File: config.mk
export PLATFORM = sky130hd
export DESIGN_NAME = uart_tx_wm
export DESIGN_NICKNAME = d
export VERILOG_FILES = /design/src/rtl/uart_tx_pkg.sv /design/src/rtl/uart_tx_fifo.sv /design/src/rtl/uart_tx_ser.sv /design/src/rtl/uart_tx_wmark.sv /design/src/rtl/uart_tx_wm.sv
export SDC_FILE = /design/constraint.sdc
export NUM_CORES = 1
export LEC_CHECK = 0
export ABC_AREA = 0
export ABC_CLOCK_PERIOD_IN_PS = 2900
export CORE_MARGIN = 2
export CORE_UTILIZATION = 42
export DETAILED_ROUTE_END_ITERATION = 12
export PLACE_DENSITY = 0.73
export SLEW_MARGIN = 20
export SYNTH_ARGS = -nofsm -noshare
export SYNTH_HDL_FRONTEND = slang
export SYNTH_SLANG_ARGS = --single-unit
export TNS_END_PERCENT = 50
File: constraint.sdc
create_clock -name clk -period 2.9 [get_ports clk]
set_input_delay 0.58 -clock clk [delete_from_list [all_inputs] [get_ports clk]]
set_output_delay 0.58 -clock clk [all_outputs]
set_load 0.01 [all_outputs]
File: src/rtl/uart_tx_pkg.sv
package uart_tx_pkg;

    typedef enum logic [1:0] {
        SER_IDLE  = 2'd0,
        SER_START = 2'd1,
        SER_DATA  = 2'd2,
        SER_STOP  = 2'd3
    } ser_state_e;

endpackage

File: src/rtl/uart_tx_fifo.sv
module uart_tx_fifo #(
    parameter int DW    = 8,
    parameter int DEPTH = 8
) (
    input  logic                         clk,
    input  logic                         rst_n,
    input  logic                         push,
    input  logic [DW-1:0]                din,
    input  logic                         pop,
    output logic [DW-1:0]                dout,
    output logic [$clog2(DEPTH+1)-1:0]   count,
    output logic                         full,
    output logic                         empty
);
    localparam int AW = $clog2(DEPTH);
    localparam int CW = $clog2(DEPTH+1);

    typedef struct packed {
        logic [DEPTH-1:0][DW-1:0] mem;
        logic [AW-1:0]            wptr;
        logic [AW-1:0]            rptr;
        logic [CW-1:0]            cnt;
    } fifo_t;

    fifo_t s_q, s_d;
    logic  push_ok, pop_ok;

    assign full    = (s_q.cnt == CW'(DEPTH));
    assign empty   = (s_q.cnt == '0);
    assign push_ok = push && !full;
    assign pop_ok  = pop && !empty;

    always_comb begin
        s_d = s_q;
        if (push_ok) begin
            s_d.mem[s_q.wptr] = din;
            s_d.wptr          = (s_q.wptr == AW'(DEPTH-1)) ? '0 : s_q.wptr + 1'b1;
        end
        if (pop_ok) begin
            s_d.rptr = (s_q.rptr == AW'(DEPTH-1)) ? '0 : s_q.rptr + 1'b1;
        end
        case ({push_ok, pop_ok})
            2'b10:   s_d.cnt = s_q.cnt + 1'b1;
            2'b01:   s_d.cnt = s_q.cnt - 1'b1;
            default: s_d.cnt = s_q.cnt;
        endcase
    end

    always_ff @(posedge clk or negedge rst_n) begin
        if (!rst_n) s_q <= '0;
        else        s_q <= s_d;
    end

    assign dout  = s_q.mem[s_q.rptr];
    assign count = s_q.cnt;
endmodule

File: src/rtl/uart_tx_ser.sv
module uart_tx_ser
    import uart_tx_pkg::*;
#(
    parameter int DW   = 8,
    parameter int DIVW = 16
) (
    input  logic            clk,
    input  logic            rst_n,
    input  logic            en,
    input  logic            two_stop,
    input  logic [DIVW-1:0] divisor,
    input  logic            avail,
    input  logic [DW-1:0]   head,
    output logic            take,
    output logic            txd,
    output logic            busy
);
    localparam int IW = $clog2(DW);

    typedef struct packed {
        ser_state_e      st;
        logic [DIVW-1:0] cnt;
        logic [IW-1:0]   idx;
        logic            sbit;
        logic [DW-1:0]   sh;
        logic            txd;
    } ser_t;

    ser_t s_q, s_d;

    always_comb begin
        s_d  = s_q;
        take = 1'b0;
        if (s_q.st == SER_IDLE) begin
            if (en && avail) begin
                take      = 1'b1;
                s_d.sh    = head;
                s_d.st    = SER_START;
                s_d.cnt   = '0;
                s_d.txd   = 1'b0;
            end else begin
                s_d.txd   = 1'b1;
            end
        end else if (s_q.cnt == divisor) begin
            s_d.cnt = '0;
            case (s_q.st)
                SER_START: begin
                    s_d.st  = SER_DATA;
                    s_d.idx = '0;
                    s_d.txd = s_q.sh[0];
                end
                SER_DATA: begin
                    if (s_q.idx == IW'(DW-1)) begin
                        s_d.st   = SER_STOP;
                        s_d.sbit = 1'b0;
                        s_d.txd  = 1'b1;
                    end else begin
                        s_d.idx = s_q.idx + 1'b1;
                        s_d.sh  = s_q.sh >> 1;
                        s_d.txd = s_q.sh[1];
                    end
                end
                default: begin
                    if (two_stop && !s_q.sbit) begin
                        s_d.sbit = 1'b1;
                        s_d.txd  = 1'b1;
                    end else if (en && avail) begin
                        take     = 1'b1;
                        s_d.sh   = head;
                        s_d.st   = SER_START;
                        s_d.txd  = 1'b0;
                    end else begin
                        s_d.st   = SER_IDLE;
                        s_d.txd  = 1'b1;
                    end
                end
            endcase
        end else begin
            s_d.cnt = s_q.cnt + 1'b1;
        end
    end

    always_ff @(posedge clk or negedge rst_n) begin
        if (!rst_n) begin
            s_q     <= '0;
            s_q.st  <= SER_IDLE;
            s_q.txd <= 1'b1;
        end else begin
            s_q <= s_d;
        end
    end

    assign txd  = s_q.txd;
    assign busy = (s_q.st != SER_IDLE);
endmodule

File: src/rtl/uart_tx_wmark.sv
module uart_tx_wmark #(
    parameter int CW = 4,
    parameter int LW = 3
) (
    input  logic [CW-1:0] count,
    input  logic [LW-1:0] level,
    input  logic          int_en,
    output logic          pending,
    output logic          irq
);
    localparam int XW = (CW > LW) ? CW : LW;

    always_comb begin
        pending = (XW'(count) < XW'(level));
        irq     = pending && int_en;
    end
endmodule

File: src/rtl/uart_tx_wm.sv
module uart_tx_wm #(
    parameter int DW    = 8,
    parameter int DEPTH = 8,
    parameter int DIVW  = 16,
    parameter int LW    = 3
) (
    input  logic            clk,
    input  logic            rst_n,
    input  logic            wr_en,
    input  logic [31:0]     wr_data,
    output logic [31:0]     rd_data,
    input  logic [31:0]     ctrl,
    input  logic            int_en,
    input  logic [DIVW-1:0] divisor,
    output logic            txd,
    output logic            wm_pending,
    output logic            irq
);
    localparam int CW       = $clog2(DEPTH+1);
    localparam int EN_BIT   = 0;
    localparam int STOP_BIT = 1;
    localparam int LVL_LO   = 16;
    localparam int FULL_BIT = 31;

    logic [DW-1:0] fifo_head;
    logic [CW-1:0] fifo_count;
    logic          fifo_full, fifo_empty;
    logic          ser_take, ser_busy;
    logic [LW-1:0] wm_level;
    logic          unused_bits;

    assign wm_level    = ctrl[LVL_LO +: LW];
    assign unused_bits = ^{wr_data[31:DW], ctrl[31:LVL_LO+LW], ctrl[LVL_LO-1:STOP_BIT+1]};

    uart_tx_fifo #(.DW(DW), .DEPTH(DEPTH)) u_fifo (
        .clk   (clk),
        .rst_n (rst_n),
        .push  (wr_en),
        .din   (wr_data[DW-1:0]),
        .pop   (ser_take),
        .dout  (fifo_head),
        .count (fifo_count),
        .full  (fifo_full),
        .empty (fifo_empty)
    );

    uart_tx_ser #(.DW(DW), .DIVW(DIVW)) u_ser (
        .clk      (clk),
        .rst_n    (rst_n),
        .en       (ctrl[EN_BIT]),
        .two_stop (ctrl[STOP_BIT]),
        .divisor  (divisor),
        .avail    (!fifo_empty),
        .head     (fifo_head),
        .take     (ser_take),
        .txd      (txd),
        .busy     (ser_busy)
    );

    uart_tx_wmark #(.CW(CW), .LW(LW)) u_wm (
        .count   (fifo_count),
        .level   (wm_level),
        .int_en  (int_en),
        .pending (wm_pending),
        .irq     (irq)
    );

    always_comb begin
        rd_data           = '0;
        rd_data[FULL_BIT] = fifo_full;
    end
endmodule

# Yosys cells after proc, flatten, opt, wreduce, memory -nomap -nowiden
# Index checks and enable logic that the tools add are counted.
dict set report op_classes {
  n_addsub 6
  n_lt_le_gt_ge 4
  n_eq_ne 17
  muxes 35
  bitwise_logic 2
  reduce_logical 20
}
# operator n
set op_table {}
lappend op_table {{64-bit bitwise mux} 1}
lappend op_table {{8-bit 2-to-1 mux} 5}
lappend op_table {{18-bit 2-to-1 mux} 2}
lappend op_table {{8-bit binary-select mux with 3-bit select} 1}
lappend op_table {{8-bit demux with 3-bit select} 1}
lappend op_table {{9-bit 2-to-1 mux} 2}
lappend op_table {{9-bit case mux with 2 select lines} 1}
lappend op_table {{16-bit by 1-bit adder with 16-bit output (second input constant)} 1}
lappend op_table {{16-bit == test} 1}
lappend op_table {{16-bit 2-to-1 mux} 1}
lappend op_table {{4-bit AND reduction} 3}
lappend op_table {{1-bit 2-to-1 mux} 11}
lappend op_table {{3-bit by 1-bit adder with 3-bit output (second input constant)} 3}
lappend op_table {{3-bit == test (second input constant)} 3}
lappend op_table {{3-bit 2-to-1 mux} 3}
lappend op_table {{3-bit by 4-bit < comparator with 1-bit output (second input constant)} 2}
lappend op_table {{4-bit case mux with 2 select lines} 1}
lappend op_table {{2-bit nonzero test} 4}
lappend op_table {{1-bit logical AND} 6}
lappend op_table {{2-bit 2-to-1 mux} 3}
lappend op_table {{3-bit by 2-bit inequality test with 1-bit output (second input constant)} 2}
lappend op_table {{3-bit case mux with 2 select lines} 1}
lappend op_table {{5-bit AND reduction} 1}
lappend op_table {{4-bit by 1-bit adder with 4-bit output (second input constant)} 1}
lappend op_table {{other kinds (17)} 24}
dict set report word_totals {
  regBits 105
  out_inout_bits 35
}

# Longest topological paths before layout
# Gate-level depths: netlist (run 1).
dict set report logic_depth {
  ltp_word 11
  depth_mapped 12
  depth_no_buf 12
}

# Hierarchy
# From an unflattened synthesis (run 1), not the netlist that was laid out.
dict set report hier_totals {
  cells_unflattened 487
  hier_area_um2 5864.4
}
# mod n_inst cells_each area_per_inst_um2 seq_area_each_um2
set by_module_without_submodules {}
lappend by_module_without_submodules {uart_tx_fifo 1 233 3631.0 1851.8}
lappend by_module_without_submodules {uart_tx_ser 1 211 1919.3 777.0}
lappend by_module_without_submodules {uart_tx_wm 1 34 247.7 0.0}
lappend by_module_without_submodules {uart_tx_wmark 1 9 66.3 0.0}

# Worst setup path before layout (run 1)
# OpenSTA, ideal clock, no wires.
dict set report synth_timing {
  path_type {in2reg}
  from {input port divisor[8]}
  to {register u_fifo.s_q (netlist bit u_fifo.count[3])}
  setup_ns 0.123
  arrival_time_ns 2.775
  required_time_ns 2.777
  slack_ns 0.001
  cell_stages 11
  n_path_buf 0
  path_cell_list {xor2_1 nor4_4 a41oi_2 a2111oi_4 ha_1 ha_1 a21o_1 a21oi_1 xnor2_1 nor2_1 xnor2_1}
}
dict set report synth_between {
  elab_chain_cells 6
  elab_cells_between_ends 8
  cone_classes {3 x eq/ne; 3 x mux; 2 x reduce/logical}
}
# item line
set synth_rtl {}
lappend synth_rtl {{from (decl)} uart_tx_wm.sv:14} ;# input logic [DIVW-1:0] divisor,
lappend synth_rtl {{16-bit == test *} uart_tx_ser.sv:44} ;# end else if (s_q.cnt == divisor) begin
lappend synth_rtl {{1-bit 2-to-1 mux *} uart_tx_ser.sv:44}
lappend synth_rtl {{1-bit 2-to-1 mux *} uart_tx_ser.sv:34} ;# if (s_q.st == SER_IDLE) begin
lappend synth_rtl {{1-bit logical AND *} uart_tx_fifo.sv:31} ;# assign pop_ok = pop && !empty;
lappend synth_rtl {{via u_fifo.pop_ok} uart_tx_fifo.sv:26} ;# logic push_ok, pop_ok;
lappend synth_rtl {{2-bit by 1-bit == test with 1-bit output or 2-bit == test (tied branches)} uart_tx_fifo.sv:42} ;# case ({push_ok, pop_ok})
lappend synth_rtl {{4-bit case mux with 2 select lines or 2-bit nonzero test (tied branches)} --}
lappend synth_rtl {{to (signal assigned)} uart_tx_fifo.sv:50} ;# if (!rst_n) s_q <= '0;
lappend synth_rtl {{to (signal assigned)} uart_tx_fifo.sv:51} ;# else s_q <= s_d;
lappend synth_rtl {{to (decl)} uart_tx_fifo.sv:25} ;# fifo_t s_q, s_d;
# Mark *: on every way through the listed nets, which the timed path passes. The rest lies on a longest branch.
# A chain may end at the register's enable or synchronous reset.

# Worst setup path after layout (run 1)
dict set report layout_timing {
  from {register u_ser.s_q[25] in the netlist's numbering}
  to {register u_fifo.s_q (netlist bit u_fifo.count[3])}
}
dict set report layout_between {
  elab_chain_cells 6
  elab_cells_between_ends 8
  cone_classes {3 x eq/ne; 3 x mux; 2 x reduce/logical}
}
# item line
set layout_rtl {}
lappend layout_rtl {{from (decl)} uart_tx_ser.sv:29} ;# ser_t s_q, s_d;
lappend layout_rtl {{16-bit == test *} uart_tx_ser.sv:44}
lappend layout_rtl {{1-bit 2-to-1 mux *} uart_tx_ser.sv:44}
lappend layout_rtl {{1-bit 2-to-1 mux *} uart_tx_ser.sv:34}
lappend layout_rtl {{1-bit logical AND *} uart_tx_fifo.sv:31}
lappend layout_rtl {{via u_fifo.pop_ok} uart_tx_fifo.sv:26}
lappend layout_rtl {{2-bit by 1-bit == test with 1-bit output or 2-bit == test (tied branches)} uart_tx_fifo.sv:42}
lappend layout_rtl {{4-bit case mux with 2 select lines or 2-bit nonzero test (tied branches)} --}
# Marks and branches as above.

==> results.py, run 1 <==
metrics = {
    "synthesis": {
        "synth_most_common_cell": "dfrtp_1",
        "synth.distinct_cells": 56,
        "yosysSeqAreaShare": 0.456,
        "syn_inst": 469,
        "synth.largest_area_cell": "dfrtp_1",
        "synth_top_area_share": 0.451,
        "ys.flop_type": "dfrtp_1",
        "synth-edff-count": 0,
        "synth.avg_cell_area_um2": 12.3,
        "synth_seq_cells": 105,
        "synthTopCellsByCount": "dfrtp_1, mux2_2, buf_4, nand2_1, a21oi_1",
        "async_flop_share": 1.00,
        "ys_top_cells_by_area": "dfrtp_1, mux2_2, mux4_2",
        "synth_warnings": 0,
        "netlist_area_um2": 5770,
    },
    "floorplan": {
        "die_w_um": 121,
        "core_area_um2": 13300,
        "die_h_um": 121,
        "dieArea_um2": 14700,
        "start_util": 0.432,
        "rows": 42,
        "ios": 119,
    },
    "finish": {
        "fin_cells": 711,
        "fin_nets": 630,
        "fillerInstances": 1139,
        "drive_gt1_frac": 0.325,
        "syn_to_final_growth_pct": 19.8,
        "num_antenna_cells": 0,
    },
    "sta": {
        "finalHoldViolCount": 0,
        "max_slew_margin": 0.412,
        "finClkSkew_ns": 0.00909,
        "setup_viol": 0,
        "period_needed_ns": 2.77,
        "max_freq_ghz": 0.361,
        "finalCritPeriodShare": 0.955,
        "worst_pin_slew_ns": 0.882,
        "maxSlewViolCount": 0,
    },
    "drt": {
        "postRouteAntennaNets": 0,
        "drt_iter0_markers": 239,
        "wl_um": 11500,
        "met2_length_um": 5840,
        "highest_layer": "met4",
        "route.detailed.wl_per_inst_um": 16.2,
        "avgViaCountPerCell": 5.30,
        "vias": 3771,
        "dr.pass1.iters": 4,
        "drc_errors": 0,
        "wl_met1_um": 4980,
        "wl_met3_um": 481,
    },
    "pwr": {
        "cellPowerDensity_nw_per_um2": 975,
        "intPower_w": 0.00440,
        "combPwrFrac": 0.421,
        "seq_power_share": 0.384,
        "switching_share": 0.346,
        "total_power_w": 0.00674,
        "leakage_nw": 3.11,
        "p_clk_frac": 0.196,
        "p_switching_w": 0.00233,
        "vdd_drop_max_v": 0.000587,
    },
    "worst_setup_path": {
        "crit_type": "reg2reg",
        "cp-start-kind": "flip-flop",
        "path_cells": "xor2_2 > nor4_4 > a41oi_2 > a2111oi_4 > ha_2 > ha_1 > a21o_1 > a21oi_2 > xnor2_1 > nor2_1 > xnor2_1",
        "crit_path_max_incr_delay_ns": 0.46,
        "cp.arrival_ns": 3.02,
        "cpMostUsedCell": "xnor2_1",
        "worstPathMaxFanout": 5,
        "cp_slowest_cell": "dfrtp_1",
        "worst_setup_path_end_kind": "flip-flop",
        "crit_required_ns": 3.15,
        "reg2reg_slack_ns": 0.13,
    },
    "grt": {
        "grt_pass1_vias": 3873,
        "antenna_found_initial": 0,
        "grt_overflow": 0,
        "grt_usage": 0.169,
        "grt_pass1_wl_um": 19300,
        "grt_max_degree": 45,
    },
    "clocking": {
        "cts-buffers-inserted": 9,
        "cts_sinks": 105,
        "clock_path_buffers": 2,
        "cts.htree.levels": 3,
        "cts_tree": "done",
        "clock_latency_ns": 0.36,
        "root_buffer": "clkbuf_16",
        "clk_transition_reported_paths_ns": 0.08,
        "postCtsHoldBufs": 0,
    },
    "worst_hold_path": {
        "hold_class": "in2async",
    },
    "placement": {
        "dp.cells": 692,
        "place_congestion": 0.777,
        "hpwl_um": 8000,
        "port_buffers": 36,
    },
    "flow_run": {
        "maxCapViolCount": 0,
    },
    "outcome": {
        "status": "finished, final reports clean",
    },
}
==> worst max-delay path, delay by kind of cell, from the launching register on <==
kind	cells	cell delay, ns
xor gates and xnor gates	3	0.43
and+or+nand+nor	2	0.42
AOI/OAI and AO/OA	4	0.86
DFF	1	0.46
adders and majority gates	2	0.49
==> area by class of cell <==
| type | instances | area (um^2) | area share |
|---|---|---|---|
| clock buffers | 9 | 225 | 0.0326 |
| clock inverters | 7 | 111 | 0.0161 |
| inverters | 18 | 67.6 | 0.00977 |
| multi-input cells | 327 | 3000 | 0.434 |
| flip-flops and latches | 105 | 2630 | 0.381 |
| well taps | 176 | 220 | 0.0319 |
| repair buffers | 69 | 656 | 0.0948 |
==> logic make-up (layout without fill, tap and decap cells) <==
logic type	count (synthesis)	after routing	synth area share
mux	101	101	0.228
simple gates	95	95	0.105
other cells	1	31	0.000650
fa+ha+maj	16	16	0.0360
flops	105	105	0.456
buf+inv	67	103	0.0664
xor+xnor	22	22	0.0334
compound gates	62	62	0.0755
==> metrics by stage <==
step                      hold WS, ns  TNS (ns)  worst slack [ns]   util  instance area [um^2]
after floorplan                 0.284         0           0.00150      -                  5880
after global placement          0.482    -0.941            -0.365  0.478                  6380
after detailed placement        0.490     -1.18            -0.404  0.478                  6380
after CTS                       0.231   -0.0308           -0.0308  0.504                  6720
after global routing            0.260   -0.0378           -0.0293  0.518                  6910
final                           0.211         0             0.132  0.518                  6910
==> per-layer routing <==
| metal | up-vias | GRT usage |
|---|---|---|
| met5 | - | 0 |
| met3 | 20 | 0.0371 |
| li1 | 1735 | - |
| met2 | 89 | 0.274 |
| met1 | 1927 | 0.221 |
| met4 | 0 | 0.0697 |
==> flip-flops by register name (all words and copies together), names as in the netlist <==
name          count
u_ser.txd         1
u_fifo.count      4
u_fifo.s_q       70
u_ser.s_q        30
==> worst paths after layout <==
kind,start,cells after the start,to
max,u_ser.s_q[25],11,u_fifo.count[3]
min,rst_n,1,u_ser.s_q[27]
max reg2reg,u_ser.s_q[25],11,u_fifo.count[3]
min reg2reg,u_fifo.s_q[66],1,u_fifo.s_q[66]
max in group asynchronous,rst_n,2,u_ser.txd
min in group clk,u_fifo.s_q[66],1,u_fifo.s_q[66]
==> power by group through the flow <==
stage	sequential, W	combinational (W)	clock (W)
after floorplan	0.00237	0.00225	0
after detailed placement	0.00260	0.00281	0
final	0.00259	0.00283	0.00132
after global placement	0.00254	0.00269	0
after global routing	0.00267	0.00312	0.00141
after CTS	0.00257	0.00282	0.00135
==> timing repair <==
action | CTS | global route
setup buffers | 0 | 3
pin swaps | 2 | 7
endpoints found under the setup margin | 3 | 2
gates resized for setup | 4 | 35
==> cells in the final DEF (no fill, tap or decap), drive strengths merged, types with 10 or more instances in the layout <==
master,instances
nor2,19
nand3,10
conb,31
mux4,16
dlymetal6s2s,16
nand2,25
o21ai,10
a21oi,21
buf,34
dfrtp,104
xor2,17
clkdlybuf4s50,17
mux2,71
inv,19
ha,15
mux2i,14
No activity file was read; power rests on OpenSTA's default activity.
==> inputs of run 2 (changes only) <==
--- a/config.mk
+++ b/config.mk
@@ -7,10 +7,11 @@
 export LEC_CHECK = 0
 export ABC_AREA = 0
 export ABC_CLOCK_PERIOD_IN_PS = 2900
+export CORE_ASPECT_RATIO = 1.2
 export CORE_MARGIN = 2
-export CORE_UTILIZATION = 42
+export CORE_UTILIZATION = 45
 export DETAILED_ROUTE_END_ITERATION = 12
-export PLACE_DENSITY = 0.73
+export PLACE_DENSITY = 0.77
 export SLEW_MARGIN = 20
 export SYNTH_ARGS = -nofsm -noshare
 export SYNTH_HDL_FRONTEND = slang
==> run 2 against run 1 <==
Against the previous run: non-clock buffer count did not move; design area fell by 0.62%; clock-buffer cell count did not move; total power fell by 1.7%; sequential share of layout area rose by 0.33 points; final cell count fell by 1.7%; critical path depth did not move; die area fell by 6.4%; combinational power barely moved; via count rose by 0.42%; sequential cell count did not move; critical path type unchanged; clock skew fell by 0.0021 ns.
==> results.py, run 2 (synthesis results as in run 1) <==
metrics = {
    "outcome": {
        "status": "finished, final reports clean",
    },
    "placement": {
        "dp.cells": 678,
        "place_congestion": 0.793,
        "port_buffers": 36,
        "hpwl_um": 8000,
        "placed_area_um2": 6350,
    },
    "drt": {
        "postRouteAntennaNets": 0,
        "route.detailed.wl_per_inst_um": 16.8,
        "drt_iter0_markers": 197,
        "avgViaCountPerCell": 5.42,
        "wl_um": 11800,
        "vias": 3787,
        "dr.pass1.iters": 4,
        "drc_errors": 0,
    },
    "floorplan": {
        "rows": 45,
        "ios": 119,
        "start_util": 0.457,
        "core_area_um2": 12600,
        "die_h_um": 128,
        "dieArea_um2": 13700,
        "die_w_um": 107,
    },
    "grt": {
        "grt_pass1_vias": 3979,
        "grt_pass1_wl_um": 19300,
        "antenna_found_initial": 0,
        "grt_usage": 0.176,
        "grt_overflow": 0,
        "grt_max_degree": 86,
    },
    "sta": {
        "max_slew_margin": 0.414,
        "finClkSkew_ns": 0.00700,
        "max_freq_ghz": 0.363,
        "setup_viol": 0,
        "period_needed_ns": 2.75,
        "finalHoldViolCount": 0,
        "maxSlewViolCount": 0,
        "finalCritPeriodShare": 0.949,
        "worst_pin_slew_ns": 0.879,
    },
    "worst_setup_path": {
        "worstPathMaxFanout": 4,
        "cpMostUsedCell": "xnor2_1",
        "worst_setup_path_end_kind": "flip-flop",
        "cp-start-kind": "flip-flop",
        "crit_type": "reg2reg",
        "cp_slowest_cell": "dfrtp_2",
        "crit_required_ns": 3.14,
        "crit_path_max_incr_delay_ns": 0.45,
        "cp.arrival_ns": 2.99,
        "path_cells": "xor2_2 > nor4_4 > a41oi_2 > a2111oi_4 > ha_2 > ha_1 > a21o_1 > a21oi_2 > xnor2_1 > nor2_1 > xnor2_1",
    },
    "pwr": {
        "seq_power_share": 0.392,
        "p_switching_w": 0.00233,
        "intPower_w": 0.00430,
        "p_clk_frac": 0.181,
        "combPwrFrac": 0.427,
        "vdd_drop_max_v": 0.000569,
        "cellPowerDensity_nw_per_um2": 964,
        "switching_share": 0.352,
        "total_power_w": 0.00662,
        "leakage_nw": 3.09,
    },
    "clocking": {
        "cts_sinks": 105,
        "clk_transition_reported_paths_ns": 0.07,
        "postCtsHoldBufs": 0,
        "cts_tree": "done",
        "root_buffer": "clkbuf_16",
        "cts.htree.levels": 3,
        "clock_path_buffers": 2,
        "cts-buffers-inserted": 9,
        "clock_latency_ns": 0.35,
    },
    "finish": {
        "syn_to_final_growth_pct": 19.1,
        "layout_common_cells": "dfrtp_1, mux2_2, buf_4, conb_1, nand2_1",
        "layout_commonest_cell": "dfrtp_1",
        "num_antenna_cells": 0,
        "fin_nets": 630,
        "fin_area_um2": 6870,
        "regMostFlops": "u_fifo.s_q",
        "largest_register_ffs": 70,
        "drive_gt1_frac": 0.336,
        "fin_cells": 699,
    },
    "worst_hold_path": {
        "hold_class": "in2async",
    },
    "flow_run": {
        "maxCapViolCount": 0,
    },
}
==> run 2: cell count changes in the layout (fill, tap and decap cells not counted) <==
| cell | previous run | this run |
|---|---|---|
| clkinv_4 | 0 | 1 |
| dfrtp_2 | 2 | 7 |
| nor3b_1 | 2 | 1 |
| inv_6 | 1 | 2 |
| inv_8 | 0 | 2 |
| clkinv_8 | 4 | 1 |
| dfrtp_1 | 102 | 97 |
| nor3b_2 | 0 | 1 |
| bufinv_16 | 1 | 0 |
==> run 2: area by class of cell <==
class | count | area, um^2
inverters | 18 | 67.6
multi-input cells | 327 | 3010
well taps | 164 | 205
repair buffers | 69 | 656
clock inverters | 7 | 72.6
fillers | 1030 | 5740
flip-flops and latches | 105 | 2640
clock buffers | 9 | 225
==> run 2: power groups by stage <==
stage / combinational (W) / clock [W] / sequential [W]
final: 0.00283 / 0.00120 / 0.00260
after global routing: 0.00312 / 0.00128 / 0.00269
after CTS: 0.00282 / 0.00122 / 0.00258
after detailed placement: 0.00281 / 0 / 0.00261
after global placement: 0.00267 / 0 / 0.00254
after floorplan: 0.00225 / 0 / 0.00237
==> run 2: repair_timing <==
action,CTS,global route
resized for setup,3,42
setup endpoints to repair,3,3
pin swaps,0,9
cloned,0,0
buffers inserted,0,5
==> run 2: path summary, 6_finish.rpt <==
path / start / end / slack (ns) / cells after the start
max: u_ser.s_q[22] / u_fifo.count[3] / 0.15 / 11
max in group asynchronous: rst_n / u_fifo.s_q[54] / 2.03 / 2
max reg2reg: u_ser.s_q[22] / u_fifo.count[3] / 0.15 / 11
min reg2reg: u_fifo.s_q[17] / u_fifo.s_q[17] / 0.51 / 1
min in group clk: u_fifo.s_q[17] / u_fifo.s_q[17] / 0.51 / 1
min: rst_n / u_ser.s_q[28] / 0.12 / 1
==> run 2: critical path: cells and delay by family, from the launching register on <==
family | cells | cell delay [ns]
compound gates | 4 | 0.88
xor+xnor | 3 | 0.41
flops | 1 | 0.45
fa+ha+maj | 2 | 0.49
simple gates | 2 | 0.41
==> run 2: per-stage QoR <==
stage                     worst slack [ns]  hold slack [ns]  utilization  setup TNS [ns]
after CTS                          -0.0597            0.124        0.527         -0.0597
final                                0.147            0.118        0.545               0
after global routing               -0.0169            0.134        0.545         -0.0169
after floorplan                    0.00150            0.284            -               0
after detailed placement            -0.419            0.489        0.504           -1.20
after global placement              -0.365            0.482        0.504          -0.941
==> run 2: per-layer routing <==
metal / wire [um] / vias up / GRT usage / share of wire
met5: 0 / - / 0 / 0
met4: 242 / 0 / 0.0664 / 0.021
met3: 446 / 23 / 0.0285 / 0.038
met2: 6300 / 93 / 0.316 / 0.54
met1: 4770 / 1928 / 0.212 / 0.41
li1: - / 1743 / - / -
==> inputs of run 3 (changes only) <==
--- a/config.mk
+++ b/config.mk
@@ -6,12 +6,14 @@
 export NUM_CORES = 1
 export LEC_CHECK = 0
 export ABC_AREA = 0
-export ABC_CLOCK_PERIOD_IN_PS = 2900
+export ABC_CLOCK_PERIOD_IN_PS = 3300
+export CELL_PAD_IN_SITES_DETAIL_PLACEMENT = 1
+export CELL_PAD_IN_SITES_GLOBAL_PLACEMENT = 1
 export CORE_ASPECT_RATIO = 1.2
-export CORE_MARGIN = 2
-export CORE_UTILIZATION = 45
+export CORE_MARGIN = 1.5
+export CORE_UTILIZATION = 44
 export DETAILED_ROUTE_END_ITERATION = 12
-export PLACE_DENSITY = 0.77
+export PLACE_DENSITY = 0.88
 export SLEW_MARGIN = 20
 export SYNTH_ARGS = -nofsm -noshare
 export SYNTH_HDL_FRONTEND = slang
==> constraint.sdc (replaced) <==
create_clock -name clk -period 3.3 [get_ports clk]
set_input_delay 0.66 -clock clk [delete_from_list [all_inputs] [get_ports clk]]
set_output_delay 0.66 -clock clk [all_outputs]
set_load 0.01 [all_outputs]
==> run 3 against run 2 <==
Against the previous run: utilization is 2.9 points lower; total power is 12% lower; critical path depth shrank 4; wire length is 13% higher; critical path type is now in2out; largest cell class unchanged; highest routed layer unchanged.
==> results.py, run 3 (synthesis results as in run 1) <==
metrics = {
    "finish": {
        "layout_common_cells": "dfrtp_1, mux2_2, clkdlybuf4s50_1, conb_1, nand2_1",
        "largest_register_ffs": 70,
        "syn_to_final_growth_pct": 13.8,
        "drive_gt1_frac": 0.265,
        "layout_commonest_cell": "dfrtp_1",
        "fin_nets": 615,
        "num_antenna_cells": 0,
        "regMostFlops": "u_fifo.s_q",
        "fin_cells": 684,
    },
    "placement": {
        "port_buffers": 36,
        "dp.cells": 668,
        "hpwl_um": 9140,
        "place_congestion": 0.784,
    },
    "worst_setup_path": {
        "crit_type": "in2out",
        "path_buf_inv": 3,
        "worstPathMaxFanout": 2,
        "worstRegToRegCells": 12,
        "cpMostUsedCell": "clkdlybuf4s50_1",
        "r2r-end": "u_fifo.count[3]",
        "cp_slowest_cell": "clkdlybuf4s50_1",
        "path_cells": "clkdlybuf4s50_1 > inv_1 > ha_1 > a21o_1 > a211oi_1 > and2_1 > clkdlybuf4s50_1",
        "crit_required_ns": 2.64,
        "crit_path_max_incr_delay_ns": 0.53,
        "cp-start-kind": "primary input",
        "cp.arrival_ns": 2.55,
        "reg2reg_slack_ns": 0.34,
        "r2r_start": "u_ser.s_q[29]",
        "cp_top_family": "buffers and inverters",
        "worst_setup_path_end_kind": "primary output",
    },
    "clocking": {
        "clk_transition_reported_paths_ns": 0.08,
        "postCtsHoldBufs": 0,
        "cts_sinks": 105,
        "clock_latency_ns": 0.36,
        "cts.htree.levels": 3,
        "cts_tree": "done",
        "post_cts_buffers": 0,
        "cts-buffers-inserted": 9,
        "root_buffer": "clkbuf_16",
        "clock_path_buffers": 2,
        "cts_resized": 0,
    },
    "pwr": {
        "leakage_nw": 2.85,
        "vdd_drop_max_v": 0.000487,
        "cellPowerDensity_nw_per_um2": 885,
    },
    "sta": {
        "finClkSkew_ns": 0.00932,
        "setup_viol": 0,
        "rsz0062_at_grt": "false",
        "fin_tns_setup_ns": 0,
        "max_freq_ghz": 0.312,
        "worst_pin_slew_ns": 0.922,
        "period_needed_ns": 3.21,
        "finalHoldViolCount": 0,
        "timing.hold.ws_ns": 0.292,
        "max_slew_margin": 0.385,
        "maxSlewViolCount": 0,
        "finalCritPeriodShare": 0.973,
    },
    "grt": {
        "met2_usage": 0.386,
        "use_met1": 0.233,
        "groute.layer.met3.usage": 0.0314,
        "grt.busiest_layer": "met2",
        "grt_usage": 0.205,
        "grt_pass1_wl_um": 21700,
        "grt_pass1_vias": 4229,
        "antenna_found_initial": 0,
        "grt_overflow": 0,
        "grt_max_degree": 66,
    },
    "drt": {
        "drc_errors": 0,
        "route.detailed.wl_per_inst_um": 19.4,
        "drt_iter0_markers": 144,
        "wl_um": 13300,
        "vias": 3826,
        "avgViaCountPerCell": 5.59,
        "dr.pass1.iters": 4,
        "postRouteAntennaNets": 0,
    },
    "outcome": {
        "status": "finished, final reports clean",
    },
    "floorplan": {
        "die_h_um": 128,
        "ios": 119,
        "start_util": 0.453,
        "dieArea_um2": 13800,
        "core_area_um2": 12700,
        "rows": 45,
        "die_w_um": 108,
    },
    "worst_hold_path": {
        "hold_class": "in2async",
    },
    "flow_run": {
        "maxCapViolCount": 0,
    },
}
run 3: per-stage QoR:
step | utilization | cell area [um^2] | worst slack [ns] | total power (W)
after floorplan | - | 5880 | 0.321 | 0.00407
after detailed placement | 0.493 | 6280 | -0.165 | 0.00477
after global placement | 0.493 | 6280 | -0.0527 | 0.00453
after CTS | 0.516 | 6570 | 0.0722 | 0.00587
after global routing | 0.516 | 6570 | 0.00743 | 0.00617
final | 0.516 | 6570 | 0.0899 | 0.00581
run 3: per-layer routing:
layer  up-vias  part of all wire
met5         -                 0
met4         0             0.024
met3        26             0.029
met2        77              0.55
met1      1998              0.40
li1       1725                 -
run 3: final cells by class:
type	instances	area, um^2
Fill cell	1332	6160
Multi-Input combinational cell	327	2870
Sequential cell	105	2630
Timing Repair Buffer	54	505
Clock buffer	9	225
Tap cell	164	205
Inverter	18	67.6
Clock inverter	7	62.6
run 3: how the worst max path moves through the flow:
stage,from,endpoint,slack [ns],depth (start not counted)
6_report,ctrl[17],irq,0.09,7
5_1_grt,ctrl[17],irq,0.007,7
4_1_cts,ctrl[17],irq,0.07,7
3_5_place_dp,divisor[14],u_fifo.count[3],-0.17,12
3_3_place_gp,divisor[13],u_fifo.count[3],-0.05,12
2_1_floorplan,divisor[8],u_fifo.count[3],0.32,11
run 3: worst reg2reg max path, cell delays in order (launching register included):
cell and delay (ns):
dfrtp_1 0.44, inv_1 0.09, ha_1 0.40, nor3b_1 0.30, nor2_1 0.11, a2111oi_4 0.35, ha_1 0.25, ha_1 0.24
a21o_1 0.18, a21oi_1 0.16, xnor2_1 0.14, nor2_1 0.07, xnor2_1 0.13
run 3: report_power, final:
group / total [W] / internal [W] / switching, W
combinational: 0.00245 / 0.00134 / 0.00111
sequential: 0.00233 / 0.00184 / 0.000490
clock: 0.00104 / 0.000526 / 0.000509
total: 0.00581 / 0.00370 / 0.00211
